[src/rtl/sri_pkg.sv]
package sri_pkg;
  localparam int unsigned WORD_W   = 32;
  localparam int unsigned ADDR_W   = 3;
  localparam int unsigned NUM_REGS = 6;

  // word 0
  localparam int unsigned INT_LSB  = 3;
  localparam int unsigned INT_W    = 16;
  localparam int unsigned FRAC_LSB = 19;
  localparam int unsigned FRAC_W   = 12;
  // word 1
  localparam int unsigned PH_LSB   = 3;
  localparam int unsigned PH_W     = 12;
  localparam int unsigned MOD_LSB  = 15;
  localparam int unsigned MOD_W    = 12;
  // word 2
  localparam int unsigned SYNC_BIT = 13;
  localparam int unsigned REF_LSB  = 14;
  localparam int unsigned REF_W    = 10;
  localparam int unsigned DBL_BIT  = 24;
  localparam int unsigned HALF_BIT = 25;
  localparam int unsigned CP_LSB   = 26;
  localparam int unsigned CP_W     = 4;
  // word 3
  localparam int unsigned CKD_LSB  = 3;
  localparam int unsigned CKD_W    = 12;
  // word 4
  localparam int unsigned DIV_LSB  = 3;
  localparam int unsigned DIV_W    = 3;
  localparam int unsigned BAND_LSB = 6;
  localparam int unsigned BAND_W   = 8;
  // word 5
  localparam int unsigned AUX_LSB  = 3;
  localparam int unsigned AUX_W    = 16;

  typedef struct packed {
    logic [PH_W-1:0]  phase;
    logic [MOD_W-1:0] modv;
    logic [REF_W-1:0] ref_cnt;
    logic             dbl;
    logic             half;
    logic [CP_W-1:0]  cp;
  } staged_t;
endpackage

[src/rtl/sri_shift.sv]
module sri_shift #(
  parameter int unsigned WORD_W = 32
) (
  input  logic              clk_i,
  input  logic              rst_ni,
  input  logic              sclk_i,
  input  logic              sdata_i,
  input  logic              le_i,
  output logic [WORD_W-1:0] word_o,
  output logic              load_o
);
  logic              sclk_q, le_q;
  logic [WORD_W-1:0] sr_q;
  logic              sclk_rise;

  assign sclk_rise = sclk_i & ~sclk_q;

  always_ff @(posedge clk_i or negedge rst_ni) begin
    if (!rst_ni) begin
      sclk_q <= 1'b0;
      le_q   <= 1'b0;
      sr_q   <= '0;
    end else begin
      sclk_q <= sclk_i;
      le_q   <= le_i;
      if (sclk_rise) sr_q <= {sr_q[WORD_W-2:0], sdata_i};
    end
  end

  assign word_o = sr_q;
  assign load_o = le_i & ~le_q;
endmodule

[src/rtl/sri_regbank.sv]
module sri_regbank #(
  parameter int unsigned WORD_W   = 32,
  parameter int unsigned ADDR_W   = 3,
  parameter int unsigned NUM_REGS = 6
) (
  input  logic                             clk_i,
  input  logic                             rst_ni,
  input  logic                             load_i,
  input  logic [WORD_W-1:0]                word_i,
  output logic [NUM_REGS-1:0]              wr_o,
  output logic [NUM_REGS-1:0][WORD_W-1:0]  regs_o
);
  logic [ADDR_W-1:0] addr;
  assign addr = word_i[ADDR_W-1:0];

  // codes at or above NUM_REGS match no slot
  for (genvar k = 0; k < NUM_REGS; k++) begin : g_slot
    assign wr_o[k] = load_i && (addr == ADDR_W'(k));
    always_ff @(posedge clk_i or negedge rst_ni) begin
      if (!rst_ni)      regs_o[k] <= '0;
      else if (wr_o[k]) regs_o[k] <= word_i;
    end
  end
endmodule

[src/rtl/sri_promote.sv]
module sri_promote
  import sri_pkg::*;
#(
  parameter int unsigned NUM_REGS = 6
) (
  input  logic                             clk_i,
  input  logic                             rst_ni,
  input  logic [NUM_REGS-1:0]              wr_i,
  input  logic [WORD_W-1:0]                word_i,
  input  logic [NUM_REGS-1:0][WORD_W-1:0]  regs_i,
  output staged_t                          act_o,
  output logic [DIV_W-1:0]                 div_o,
  output logic                             pulse_o
);
  staged_t          pend;
  logic             div_staged;
  logic [WORD_W-1:0] w1, w2, w4;

  assign w1 = regs_i[1];
  assign w2 = regs_i[2];
  assign w4 = regs_i[4];
  assign div_staged = w2[SYNC_BIT];

  always_comb begin
    pend.phase   = w1[PH_LSB +: PH_W];
    pend.modv    = w1[MOD_LSB +: MOD_W];
    pend.ref_cnt = w2[REF_LSB +: REF_W];
    pend.dbl     = w2[DBL_BIT];
    pend.half    = w2[HALF_BIT];
    pend.cp      = w2[CP_LSB +: CP_W];
  end

  always_ff @(posedge clk_i or negedge rst_ni) begin
    if (!rst_ni) begin
      act_o   <= '0;
      div_o   <= '0;
      pulse_o <= 1'b0;
    end else begin
      pulse_o <= wr_i[0];
      if (wr_i[0]) begin
        act_o <= pend;
        div_o <= w4[DIV_LSB +: DIV_W];
      end else if (wr_i[4] && !div_staged) begin
        div_o <= word_i[DIV_LSB +: DIV_W];
      end
    end
  end
endmodule

[src/rtl/synth_serial_regif.sv]
module synth_serial_regif
  import sri_pkg::*;
(
  input  logic              clk_i,
  input  logic              rst_ni,
  input  logic              sclk_i,
  input  logic              sdata_i,
  input  logic              le_i,
  output logic [INT_W-1:0]  int_o,
  output logic [FRAC_W-1:0] frac_o,
  output logic [PH_W-1:0]   phase_o,
  output logic [MOD_W-1:0]  mod_o,
  output logic [REF_W-1:0]  ref_cnt_o,
  output logic              ref_dbl_o,
  output logic              ref_half_o,
  output logic [CP_W-1:0]   cp_cur_o,
  output logic              div_sync_o,
  output logic [CKD_W-1:0]  clkdiv_o,
  output logic [DIV_W-1:0]  out_div_o,
  output logic [BAND_W-1:0] band_div_o,
  output logic [AUX_W-1:0]  aux_o,
  output logic              r0_load_o
);
  logic [WORD_W-1:0]                word;
  logic                             load;
  logic [NUM_REGS-1:0]              wr;
  logic [NUM_REGS-1:0][WORD_W-1:0]  regs;
  staged_t                          act;

  sri_shift #(.WORD_W(WORD_W)) u_shift (
    .clk_i(clk_i), .rst_ni(rst_ni), .sclk_i(sclk_i), .sdata_i(sdata_i),
    .le_i(le_i), .word_o(word), .load_o(load)
  );

  sri_regbank #(.WORD_W(WORD_W), .ADDR_W(ADDR_W), .NUM_REGS(NUM_REGS)) u_bank (
    .clk_i(clk_i), .rst_ni(rst_ni), .load_i(load), .word_i(word),
    .wr_o(wr), .regs_o(regs)
  );

  sri_promote #(.NUM_REGS(NUM_REGS)) u_prom (
    .clk_i(clk_i), .rst_ni(rst_ni), .wr_i(wr), .word_i(word), .regs_i(regs),
    .act_o(act), .div_o(out_div_o), .pulse_o(r0_load_o)
  );

  logic [WORD_W-1:0] w0, w2, w3, w4, w5;
  assign w0 = regs[0];
  assign w2 = regs[2];
  assign w3 = regs[3];
  assign w4 = regs[4];
  assign w5 = regs[5];

  assign int_o      = w0[INT_LSB +: INT_W];
  assign frac_o     = w0[FRAC_LSB +: FRAC_W];
  assign div_sync_o = w2[SYNC_BIT];
  assign clkdiv_o   = w3[CKD_LSB +: CKD_W];
  assign band_div_o = w4[BAND_LSB +: BAND_W];
  assign aux_o      = w5[AUX_LSB +: AUX_W];

  assign phase_o    = act.phase;
  assign mod_o      = act.modv;
  assign ref_cnt_o  = act.ref_cnt;
  assign ref_dbl_o  = act.dbl;
  assign ref_half_o = act.half;
  assign cp_cur_o   = act.cp;
endmodule

[config.mk]
export PLATFORM = sky130hd
export DESIGN_NAME = synth_serial_regif
export DESIGN_NICKNAME = d
export VERILOG_FILES = /design/src/rtl/sri_pkg.sv /design/src/rtl/sri_shift.sv /design/src/rtl/sri_regbank.sv /design/src/rtl/sri_promote.sv /design/src/rtl/synth_serial_regif.sv
export SDC_FILE = /design/constraint.sdc
export NUM_CORES = 1
export LEC_CHECK = 0
export ABC_AREA = 1
export BUFFER_PORTS_ARGS = -buffer_cell sky130_fd_sc_hd__buf_4
export CAP_MARGIN = 20
export CORE_UTILIZATION = 60
export DETAILED_ROUTE_END_ITERATION = 10
export PLACE_DENSITY = 0.85
export SETUP_SLACK_MARGIN = 0.15
export SYNTH_ARGS = -nofsm -noshare
export SYNTH_HDL_FRONTEND = slang
export SYNTH_HIERARCHICAL = 1
export SYNTH_SLANG_ARGS = --single-unit
[constraint.sdc]
create_clock -name clk_i -period 2.85 [get_ports clk_i]
set_clock_uncertainty 0.1 [all_clocks]
set_input_delay 0.1425 -clock clk_i [delete_from_list [all_inputs] [get_ports clk_i]]
set_output_delay 0.1425 -clock clk_i [all_outputs]
set_load 0.1 [all_outputs]
==> impl_metrics.csv, run 1 <==
group,metric,value,unit
cts,cts_htree_levels,4,
final_layout,layout.cells.most_common_list,"nand2_1 (451), dfrtp_1 (185), buf_4 (126)",
final_layout,final_common_cell,"nand2_1",
timing,slew_headroom,46.3,%
hold_path,timing.hold.worst.class,"in2async",
cts,worst_setup_hold_path_clk_slew,0.06,ns
final_layout,area_growth,19.0,%
cts,postCtsSetupBuffers,0,
worst_setup_path,slowest_stage,"dlygate4sd3_1",
floorplanning,start_util,61.6,%
worst_setup_path,worst_setup_path_end_kind,"flop",
placed_design,dpl.hpwl,10400,µm
worst_setup_path,critical_path_most_common_cell,"nand2_1",
timing,setup_total_negative_slack,0,ns
cts,total_cts_buffers,17,
placed_design,place.gp.congestion,0.782,
logic_synthesis,total_nets_after_synthesis,837,
outcome,run_status,"complete, no violations",
placed_design,io_buffers,113,
timing,layout_worst_path_cycle_share,78.4,%
floorplanning,boundaryPins,114,
final_layout,ant_diodes,0,
worst_setup_path,worstSetupPathType,"in2reg",
floorplanning,die_h,113,µm
global_routing,grt_start_max_net_pins,95,
cts,cts_tree,"yes",
route,antenna_left,0,
route,first_pass_iteration_count_of_the_detailed_router,5,
worst_setup_path,slowest_delay,0.53,ns
cts,cts_root_buffer,"clkbuf_16",
floorplanning,placementRows,40,
floorplanning,core_area,12100,µm²
worst_setup_path,critical_path_peak_fanout,44,
final_layout,multi_input_comb_area,2330,µm²
worst_setup_path,path_delay_family,"buffers and inverters",
worst_setup_path,cp_num_buf_inv,6,
global_routing,grt_use_total,28.8,%
worst_setup_path,critPathLaunchType,"primary input",
global_routing,grt_pass1_wl,28500,µm
worst_setup_path,critPathRequiredTime,3.10,ns
route,vias,5886,
route,avgViaCountPerCell,5.35,
global_routing,globalRoute.totalOverflow,0,
timing,period_minus_slack,2.23,ns
flow_run,drv_cap,0,
timing,setup_viol,0,
timing,timing.fmax,448,MHz
route,route.detailed.drc,0,
power,powerDensity,832,nW/µm²
route,drt_iter0_markers,599,
final_layout,final_layout_size_suffix_gt1_share,17.5,%
cts,clock_tree.buffer_depth,2,
route,routed_wire_length_per_instance,15.5,µm
route,postRouteWirelength,17000,µm
logic_synthesis,synth_area_per_inst,8.93,µm²
power,power_leakage,5.17,nW
final_layout,nNetsFinal,927,
logic_synthesis,number_of_cells_produced_by_synthesis,832,
final_layout,final_core_utilization,73.3,%
cts,clock_sink_count,185,
global_routing,grt_pass1_vias,5733,
cts,clk-insertion-delay-late,0.42,ns
power,vdd_drop_max,577,µV
timing,rsz0062_at_grt,"false",
final_layout,filler_cell_count,863,
final_layout,seq_area,4630,µm²
timing,drv_slew,0,
worst_setup_path,arrival,2.49,ns
global_routing,antenna_found_initial,0,
timing,number_of_hold_violations_in_the_final_report,0,
logic_synthesis,synthesis.yosys.warnings,6,
floorplanning,fp.dieArea,12800,µm²
logic_synthesis,synth_area,7430,µm²
worst_setup_path,critical_path.cell_chain,"dlygate4sd3_1 -> buf_4 -> inv_1 -> nor2_1 -> inv_2 -> nor2_4 -> nand2_1 -> inv_2 -> buf_4 -> nand2_1 -> nand2_1 -> nand2_1 -> nand2_1",
floorplanning,floorplan.die.width,113,µm
timing,slew_at_the_pin_closest_to_its_max_slew_limit,0.802,ns
[power by group]
part | internal, mW | total (mW) | leakage [nW] | switching [mW]
Clock | 1.57 | 2.50 | 0.299 | 0.937
Combinational | 0.321 | 1.77 | 2.31 | 1.45
Sequential | 2.86 | 3.09 | 2.56 | 0.229
Total | 4.74 | 7.36 | 5.17 | 2.61
[metrics by stage]
| stage | setup slack (ns) | power, mW | cell area (µm²) | hold WS (ns) | instances |
|---|---|---|---|---|---|
| final | 0.616 | 7.36 | 8840 | 0.228 | 1100 |
| after global routing | 0.419 | 7.59 | 8840 | 0.293 | 1100 |
| after CTS | 0.641 | 7.39 | 8840 | 0.273 | 1100 |
| after detailed placement | 0.691 | 4.88 | 8180 | 0.158 | 1067 |
| after global placement | 0.859 | 4.86 | 8180 | 0.155 | 1067 |
| after floorplan | 1.08 | 4.47 | 7430 | -0.253 | 832 |
[path summary, 6_finish.rpt]
| check | start | to | slack [ns] | cells after the start |
|---|---|---|---|---|
| min in group clk_i | le_i | u_shift/le_q$_DFF_PN0_ | 0.29 | 2 |
| max reg2reg | u_shift/le_q$_DFF_PN0_ | u_prom/div_o[1]$_DFFE_PN0P_ | 0.63 | 10 |
| min reg2reg | u_prom/act_o[10]$_DFFE_PN0P_ | u_prom/act_o[10]$_DFFE_PN0P_ | 0.37 | 2 |
| max in group asynchronous | rst_ni | u_bank/regs_o[21]$_DFFE_PN0P_ | 1.54 | 3 |
| max | le_i | u_prom/div_o[1]$_DFFE_PN0P_ | 0.62 | 13 |
| min | rst_ni | u_prom/act_o[32]$_DFFE_PN0P_ | 0.23 | 2 |
[state kept, by name, indices dropped and copies added, names as in the netlist]
| name | cells |
|---|---|
| u_bank/regs_o | 108 |
| u_prom/act_o | 40 |
| u_shift/word_o | 31 |
| u_prom/div_o | 3 |
| u_prom/pulse_o | 1 |
| u_shift/le_q | 1 |
| u_shift/sclk_q | 1 |
[metal layers]
metal	part of all wire, %	track usage (%)	up-vias	wire length, µm
met5	0	0	-	0
met1	43	40.8	2831	7380
met3	6.6	5.30	33	1120
li1	-	-	2761	-
met4	2.0	9.74	0	338
met2	48	45.4	261	8200
[final cells by class]
| cell class | count | area share [%] |
|---|---|---|
| flip-flops and latches | 185 | 52.3 |
| clock inverters | 8 | 1.94 |
| inverters | 12 | 0.538 |
| multi-input cells | 575 | 26.4 |
| repair buffers | 131 | 11.3 |
| well taps | 168 | 2.38 |
| clock buffers | 21 | 5.09 |
[timing repair]
item                                   CTS  global route
hold buffers                             4             0
endpoints found under the hold margin   93             0
resized for setup                        0             0
No activity file was read; power rests on OpenSTA's default activity.
==> run 2: changes to the inputs <==
--- a/config.mk
+++ b/config.mk
@@ -8,9 +8,9 @@
 export ABC_AREA = 1
 export BUFFER_PORTS_ARGS = -buffer_cell sky130_fd_sc_hd__buf_4
 export CAP_MARGIN = 20
-export CORE_UTILIZATION = 60
+export CORE_UTILIZATION = 54
 export DETAILED_ROUTE_END_ITERATION = 10
-export PLACE_DENSITY = 0.85
+export PLACE_DENSITY = 0.81
 export SETUP_SLACK_MARGIN = 0.15
 export SYNTH_ARGS = -nofsm -noshare
 export SYNTH_HDL_FRONTEND = slang
==> constraint.sdc (replaced) <==
create_clock -name clk_i -period 1.9 [get_ports clk_i]
set_clock_uncertainty 0.1 [all_clocks]
set_input_delay 0.095 -clock clk_i [delete_from_list [all_inputs] [get_ports clk_i]]
set_output_delay 0.095 -clock clk_i [all_outputs]
set_load 0.1 [all_outputs]
==> run 2 against run 1 <==
Sequential power is 50% higher. Routed wire length decreased by 2.0%. Total power up 45%. Critical path depth decreased by 5. Via count fell by 1.3%. Sequential cell count did not move. Die area increased by 11%. First-iteration DRC count is 18% lower. Setup slack got worse by 0.41 ns. Count of clock-buffer cells in the layout did not move. Global-route usage decreased by 3.7 points. Core utilization is 6.8 points lower. Critical path type is now reg2reg. Critical endpoint is now u_bank/regs_o[58]$_DFFE_PN0P_. Highest routed layer unchanged.
==> impl_metrics.csv, run 2 (synthesis results as in run 1) <==
group,metric,value,unit
floorplanning,boundaryPins,114,
worst_setup_path,worst_setup_path_end_kind,"flop",
global_routing,antenna_found_initial,0,
final_layout,area_growth,19.4,%
timing,slew_headroom,59.3,%
route,routed_wire_length_per_instance,15.0,µm
global_routing,grt_pass1_wl,27800,µm
global_routing,grt_use_total,25.1,%
final_layout,multi_input_comb_area,2340,µm²
route,postRouteWirelength,16700,µm
timing,setup_viol,0,
worst_setup_path,worstSetupPathType,"reg2reg",
timing,slew_at_the_pin_closest_to_its_max_slew_limit,0.610,ns
timing,layout_worst_path_cycle_share,89.2,%
route,route.detailed.drc,0,
timing,setup_total_negative_slack,0,ns
hold_path,timing.hold.worst.class,"in2async",
worst_setup_path,cp_num_buf_inv,3,
placed_design,placement.setup.worst_slack,0.105,ns
worst_setup_path,critPathLaunchType,"flop",
route,met2_length,7790,µm
timing,timing.final.ws_setup,0.205,ns
power,power_leakage,5.17,nW
global_routing,globalRoute.totalOverflow,0,
power,vdd_drop_max,849,µV
cts,worst_setup_hold_path_clk_slew,0.07,ns
floorplanning,floorplan.die.width,119,µm
cts,cts_tree,"yes",
worst_setup_path,critical_path_most_common_cell,"nand2_1",
final_layout,filler_cell_count,1065,
final_layout,final_common_cell,"nand2_1",
cts,clock_sink_count,185,
final_layout,ant_diodes,0,
final_layout,nNetsFinal,931,
timing,timing.fmax,590,MHz
final_layout,largest_register_ffs,108,
worst_setup_path,path_delay_family,"buffers and inverters",
placed_design,io_buffers,113,
final_layout,layout.cells.most_common_list,"nand2_1 (450), dfrtp_1 (185), buf_4 (126)",
cts,cts_htree_levels,4,
final_layout,seq_area,4630,µm²
route,drt_iter0_markers,490,
floorplanning,die_h,119,µm
power,pwr-share-seq,43.6,%
worst_setup_path,critical_path.cell_chain,"nor2_2 -> inv_2 -> nor2_4 -> buf_12 -> nand2_1 -> buf_4 -> nand2_1 -> nand2_1",
route,avgViaCountPerCell,5.21,
cts,cts_root_buffer,"clkbuf_16",
placed_design,dpl.hpwl,10500,µm
floorplanning,fp.dieArea,14200,µm²
worst_setup_path,critPathRequiredTime,2.13,ns
floorplanning,start_util,55.7,%
route,wirelength_met1,7600,µm
worst_setup_path,arrival,1.92,ns
power,combinational_power_share,25.1,%
route,first_pass_iteration_count_of_the_detailed_router,5,
power,power_report.internal_total,6.66,mW
worst_setup_path,slowest_delay,0.37,ns
timing,drv_slew,0,
cts,total_cts_buffers,17,
final_layout,regMostFlops,"u_bank/regs_o",
global_routing,grt_start_max_net_pins,73,
cts,clk-insertion-delay-late,0.43,ns
flow_run,drv_cap,0,
floorplanning,core_area,13300,µm²
worst_setup_path,slowest_stage,"dfrtp_1",
cts,clock_tree.buffer_depth,2,
timing,period_minus_slack,1.69,ns
outcome,run_status,"complete, no violations",
route,vias,5809,
final_layout,final_layout_size_suffix_gt1_share,18.4,%
global_routing,grt_pass1_vias,5468,
timing,rsz0062_at_grt,"true",
placed_design,place.gp.congestion,0.798,
route,route.met3.wl,1000,µm
route,top_layer,"met4",
power,p_switching,3.99,mW
floorplanning,placementRows,42,
worst_setup_path,critical_path_peak_fanout,72,
power,clock_power_share,31.4,%
route,antenna_left,0,
timing,number_of_hold_violations_in_the_final_report,0,
power,sw_frac_of_total,37.5,%
power,powerDensity,1200,nW/µm²
run 2: changes by cell type in the layout (fill, tap and decap cells not counted), sizes merged:
cell      change
bufinv        -4
clkinv        +3
inv           +1
buf           +4
clkinvlp      +3
run 2: area by class of cell:
class	instances	area share, %
well taps	176	2.48
inverters	12	0.564
repair buffers	135	12.1
multi-input cells	575	26.4
clock inverters	11	1.10
clock buffers	21	5.19
flip-flops and latches	185	52.2
run 2: what timing repair did:
action | CTS | global route
gates resized for setup | 1 | 3
pin swaps | 0 | 0
buffers inserted | 0 | 0
hold endpoints to repair | 76 | 0
hold buffers | 4 | 0
setup endpoints to repair | 3 | 75
run 2: power by group through the flow:
| stage | registers, mW | logic (mW) | clock network [mW] |
|---|---|---|---|
| 2_1_floorplan | 6.11 | 0.596 | 0 |
| 3_3_place_gp | 4.70 | 2.62 | 0 |
| 3_5_place_dp | 4.70 | 2.66 | 0 |
| 4_1_cts | 4.63 | 2.67 | 3.39 |
| 5_1_grt | 4.67 | 2.80 | 3.56 |
| 6_report | 4.64 | 2.67 | 3.34 |
run 2: stage by stage:
step	power (mW)	cells	hold WS (ns)	area [µm²]	util, %
2_1_floorplan	6.71	832	-0.301	7430	-
3_3_place_gp	7.32	1079	0.0328	8260	61.9
3_5_place_dp	7.36	1079	0.0341	8260	61.9
4_1_cts	10.7	1115	0.138	8860	66.4
5_1_grt	11.0	1115	0.173	8870	66.5
6_report	10.6	1115	0.127	8870	66.5
run 2: layer usage:
layer,vias to the layer above,GRT usage [%]
met2,196,37.4
met3,26,4.69
met4,0,9.61
li1,2769,-
met1,2818,36.7
met5,-,0
run 2: worst paths after layout:
check                                              from                             to  slack, ns  depth (start not counted)
setup / recovery                 u_shift/le_q$_DFF_PN0_  u_bank/regs_o[58]$_DFFE_PN0P_       0.21                          8
hold / removal                                   rst_ni   u_prom/act_o[20]$_DFFE_PN0P_       0.13                          2
setup reg to reg                 u_shift/le_q$_DFF_PN0_  u_bank/regs_o[58]$_DFFE_PN0P_       0.21                          8
hold reg to reg            u_prom/act_o[34]$_DFFE_PN0P_   u_prom/act_o[34]$_DFFE_PN0P_       0.37                          2
max in group asynchronous                        rst_ni       u_prom/pulse_o$_DFF_PN0_       0.87                          3
min in group clk_i                                 le_i         u_shift/le_q$_DFF_PN0_       0.25                          2
==> run 3: changes to the inputs <==
--- a/config.mk
+++ b/config.mk
@@ -5,7 +5,7 @@
 export SDC_FILE = /design/constraint.sdc
 export NUM_CORES = 1
 export LEC_CHECK = 0
-export ABC_AREA = 1
+export ABC_AREA = 0
 export BUFFER_PORTS_ARGS = -buffer_cell sky130_fd_sc_hd__buf_4
 export CAP_MARGIN = 20
 export CORE_UTILIZATION = 54
==> run 3 against run 2 <==
Synthesized cell count decreased by 50%. Register-to-register slack worse by 0.09 ns. Die area rose by 0.61%. Routed wire length is 6.9% lower. Sequential power up 16%. Worst hold slack worse by 0.011 ns. Final area rose by 9.4%. Synthesized area grew 0.62%. Combinational power grew 110%. Global-route usage down 3.1 points. Sequential cell count unchanged. Total power is 37% higher. Largest cell class unchanged. Highest routed layer unchanged.
==> impl_metrics.csv, run 3 <==
group,metric,value,unit
timing,number_of_hold_violations_in_the_final_report,0,
worst_setup_path,ff2ff_setup_slack,0.11,ns
worst_setup_path,worst_r2r_path_depth,6,
timing,timing.fmax,559,MHz
worst_setup_path,critical_path.cell_chain,"nor2b_4 -> nor4b_4 -> buf_4 -> buf_12 -> buf_12 -> mux2_4",
cts,cts_htree_levels,4,
global_routing,antenna_found_initial,0,
cts,cts_root_buffer,"clkbuf_16",
worst_setup_path,cp_num_buf_inv,3,
cts,total_cts_buffers,17,
flow_run,drv_cap,0,
floorplanning,boundaryPins,114,
worst_setup_path,critical_path_peak_fanout,7,
worst_setup_path,slowest_delay,0.40,ns
floorplanning,placementRows,42,
placed_design,place.gp.congestion,0.748,
cts,clock_sink_count,185,
logic_synthesis,synth_area_per_inst,18.1,µm²
placed_design,io_buffers,113,
final_layout,final_layout_size_suffix_gt1_share,63.9,%
logic_synthesis,synth_area,7480,µm²
power,powerDensity,1500,nW/µm²
final_layout,filler_cell_count,851,
logic_synthesis,total_nets_after_synthesis,417,
worst_setup_path,critPathRequiredTime,2.10,ns
route,avgViaCountPerCell,5.35,
power,p_total,14.6,mW
outcome,run_status,"complete, no violations",
route,top_layer,"met4",
route,vias,4011,
timing,timing.final.ws_setup,0.111,ns
global_routing,grt_pass1_wl,23400,µm
final_layout,seq_area,4630,µm²
cts,worst_setup_hold_path_clk_slew,0.06,ns
hold_path,timing.hold.worst.class,"in2async",
cts,cts_tree,"yes",
power,power_leakage,4.91,nW
global_routing,grt_pass1_vias,4174,
floorplanning,fp.dieArea,14300,µm²
worst_setup_path,slowest_stage,"dfrtp_1",
route,routed_wire_length_per_instance,20.7,µm
worst_setup_path,worst_setup_path_end_kind,"flop",
final_layout,layout.cells.most_common_list,"dfrtp_1 (182), buf_4 (127), mux2_4 (127)",
floorplanning,core_area,13300,µm²
worst_setup_path,path_delay_family,"buffers and inverters",
placed_design,placedCellCount,693,
cts,clk-insertion-delay-late,0.42,ns
final_layout,final_common_cell,"dfrtp_1",
route,antenna_left,0,
final_layout,regMostFlops,"u_bank/regs_o",
route,route.met3.wl,816,µm
route,wirelength_met1,6820,µm
timing,drv_slew,0,
final_layout,nNetsFinal,568,
timing,slew_headroom,68.8,%
floorplanning,floorplan.die.width,120,µm
worst_setup_path,critPathLaunchType,"flop",
floorplanning,start_util,56.0,%
logic_synthesis,number_of_cells_produced_by_synthesis,412,
final_layout,multi_input_comb_area,2710,µm²
timing,period_minus_slack,1.79,ns
route,first_pass_iteration_count_of_the_detailed_router,4,
timing,slew_at_the_pin_closest_to_its_max_slew_limit,0.468,ns
logic_synthesis,synthesis.yosys.warnings,6,
final_layout,area_growth,29.9,%
power,vdd_drop_max,1810,µV
timing,rsz0062_at_grt,"true",
worst_setup_path,cp_num_cells,6,
worst_setup_path,rr_endpoint,"u_bank/regs_o[22]$_DFFE_PN0P_",
worst_setup_path,worstSetupPathType,"reg2reg",
global_routing,grt_use_total,21.9,%
floorplanning,die_h,120,µm
worst_setup_path,regToRegStartpoint,"u_shift/le_q$_DFF_PN0_",
global_routing,globalRoute.totalOverflow,0,
timing,setup_viol,0,
final_layout,largest_register_ffs,108,
worst_setup_path,critical_path_most_common_cell,"buf_12",
placed_design,placement.setup.worst_slack,-0.0103,ns
global_routing,grt_start_max_net_pins,57,
placed_design,dpl.hpwl,8680,µm
final_layout,ant_diodes,0,
route,met2_length,7710,µm
route,postRouteWirelength,15500,µm
timing,layout_worst_path_cycle_share,94.2,%
worst_setup_path,arrival,1.99,ns
route,drt_iter0_markers,141,
final_layout,finish.cell_count_without_fillers,750,
route,route.detailed.drc,0,
cts,clock_tree.buffer_depth,2,
[run 3: power breakdown]
part | leakage, nW | switching (mW) | internal, mW
clock network | 0.294 | 1.39 | 2.15
registers | 2.50 | 0.683 | 4.68
logic | 2.11 | 4.05 | 1.62
[run 3: area by class of cell]
class                           count  share of cell area (%)
Clock inverter                      9                    1.26
Multi-Input combinational cell    197                    27.9
Tap cell                          176                    2.27
Inverter                            3                   0.116
Timing Repair Buffer              159                    15.9
Sequential cell                   185                    47.7
Clock buffer                       21                    4.85
[run 3: per-layer routing]
metal,vias to the layer above,global-route usage [%]
met2,117,34.9
met5,-,0
li1,1753,-
met4,0,7.19
met3,18,6.27
met1,2123,29.1
[run 3: worst reg2reg max path, cell delays in order, from the launching register on]
cell	delay [ns]
dfrtp_1	0.40
nor2b_4	0.15
nor4b_4	0.25
buf_4	0.20
buf_12	0.11
buf_12	0.14
mux2_4	0.32
[run 3: per-stage QoR]
stage	hold WS, ns	util (%)	area [µm²]	TNS (ns)
final	0.116	72.7	9710	0
after detailed placement	0.00337	63.8	8520	-0.0187
after CTS	0.116	70.4	9400	0
after floorplan	-0.301	-	7480	0
after global routing	0.155	72.7	9710	0
after global placement	-0.00338	63.8	8520	0
[run 3: what timing repair did]
| action | 4_1_cts | 5_1_grt |
|---|---|---|
| cloned | 3 | 6 |
| pin swaps | 1 | 2 |
| resized for setup | 18 | 42 |
| hold endpoints to repair | 188 | 0 |
| hold buffers | 4 | 0 |
| buffers inserted | 11 | 3 |
| setup endpoints to repair | 100 | 113 |
[run 3: worst max-delay path by stage]
| stage | start | endpoint |
|---|---|---|
| 6_report | u_shift/le_q$_DFF_PN0_ | u_bank/regs_o[22]$_DFFE_PN0P_ |
| 5_1_grt | u_shift/le_q$_DFF_PN0_ | u_prom/act_o[35]$_DFFE_PN0P_ |
| 4_1_cts | u_shift/le_q$_DFF_PN0_ | u_bank/regs_o[10]$_DFFE_PN0P_ |
| 3_5_place_dp | u_shift/le_q$_DFF_PN0_ | u_bank/regs_o[22]$_DFFE_PN0P_ |
| 3_3_place_gp | u_shift/le_q$_DFF_PN0_ | u_bank/regs_o[21]$_DFFE_PN0P_ |
| 2_1_floorplan | u_shift/le_q$_DFF_PN0_ | u_prom/act_o[28]$_DFFE_PN0P_ |
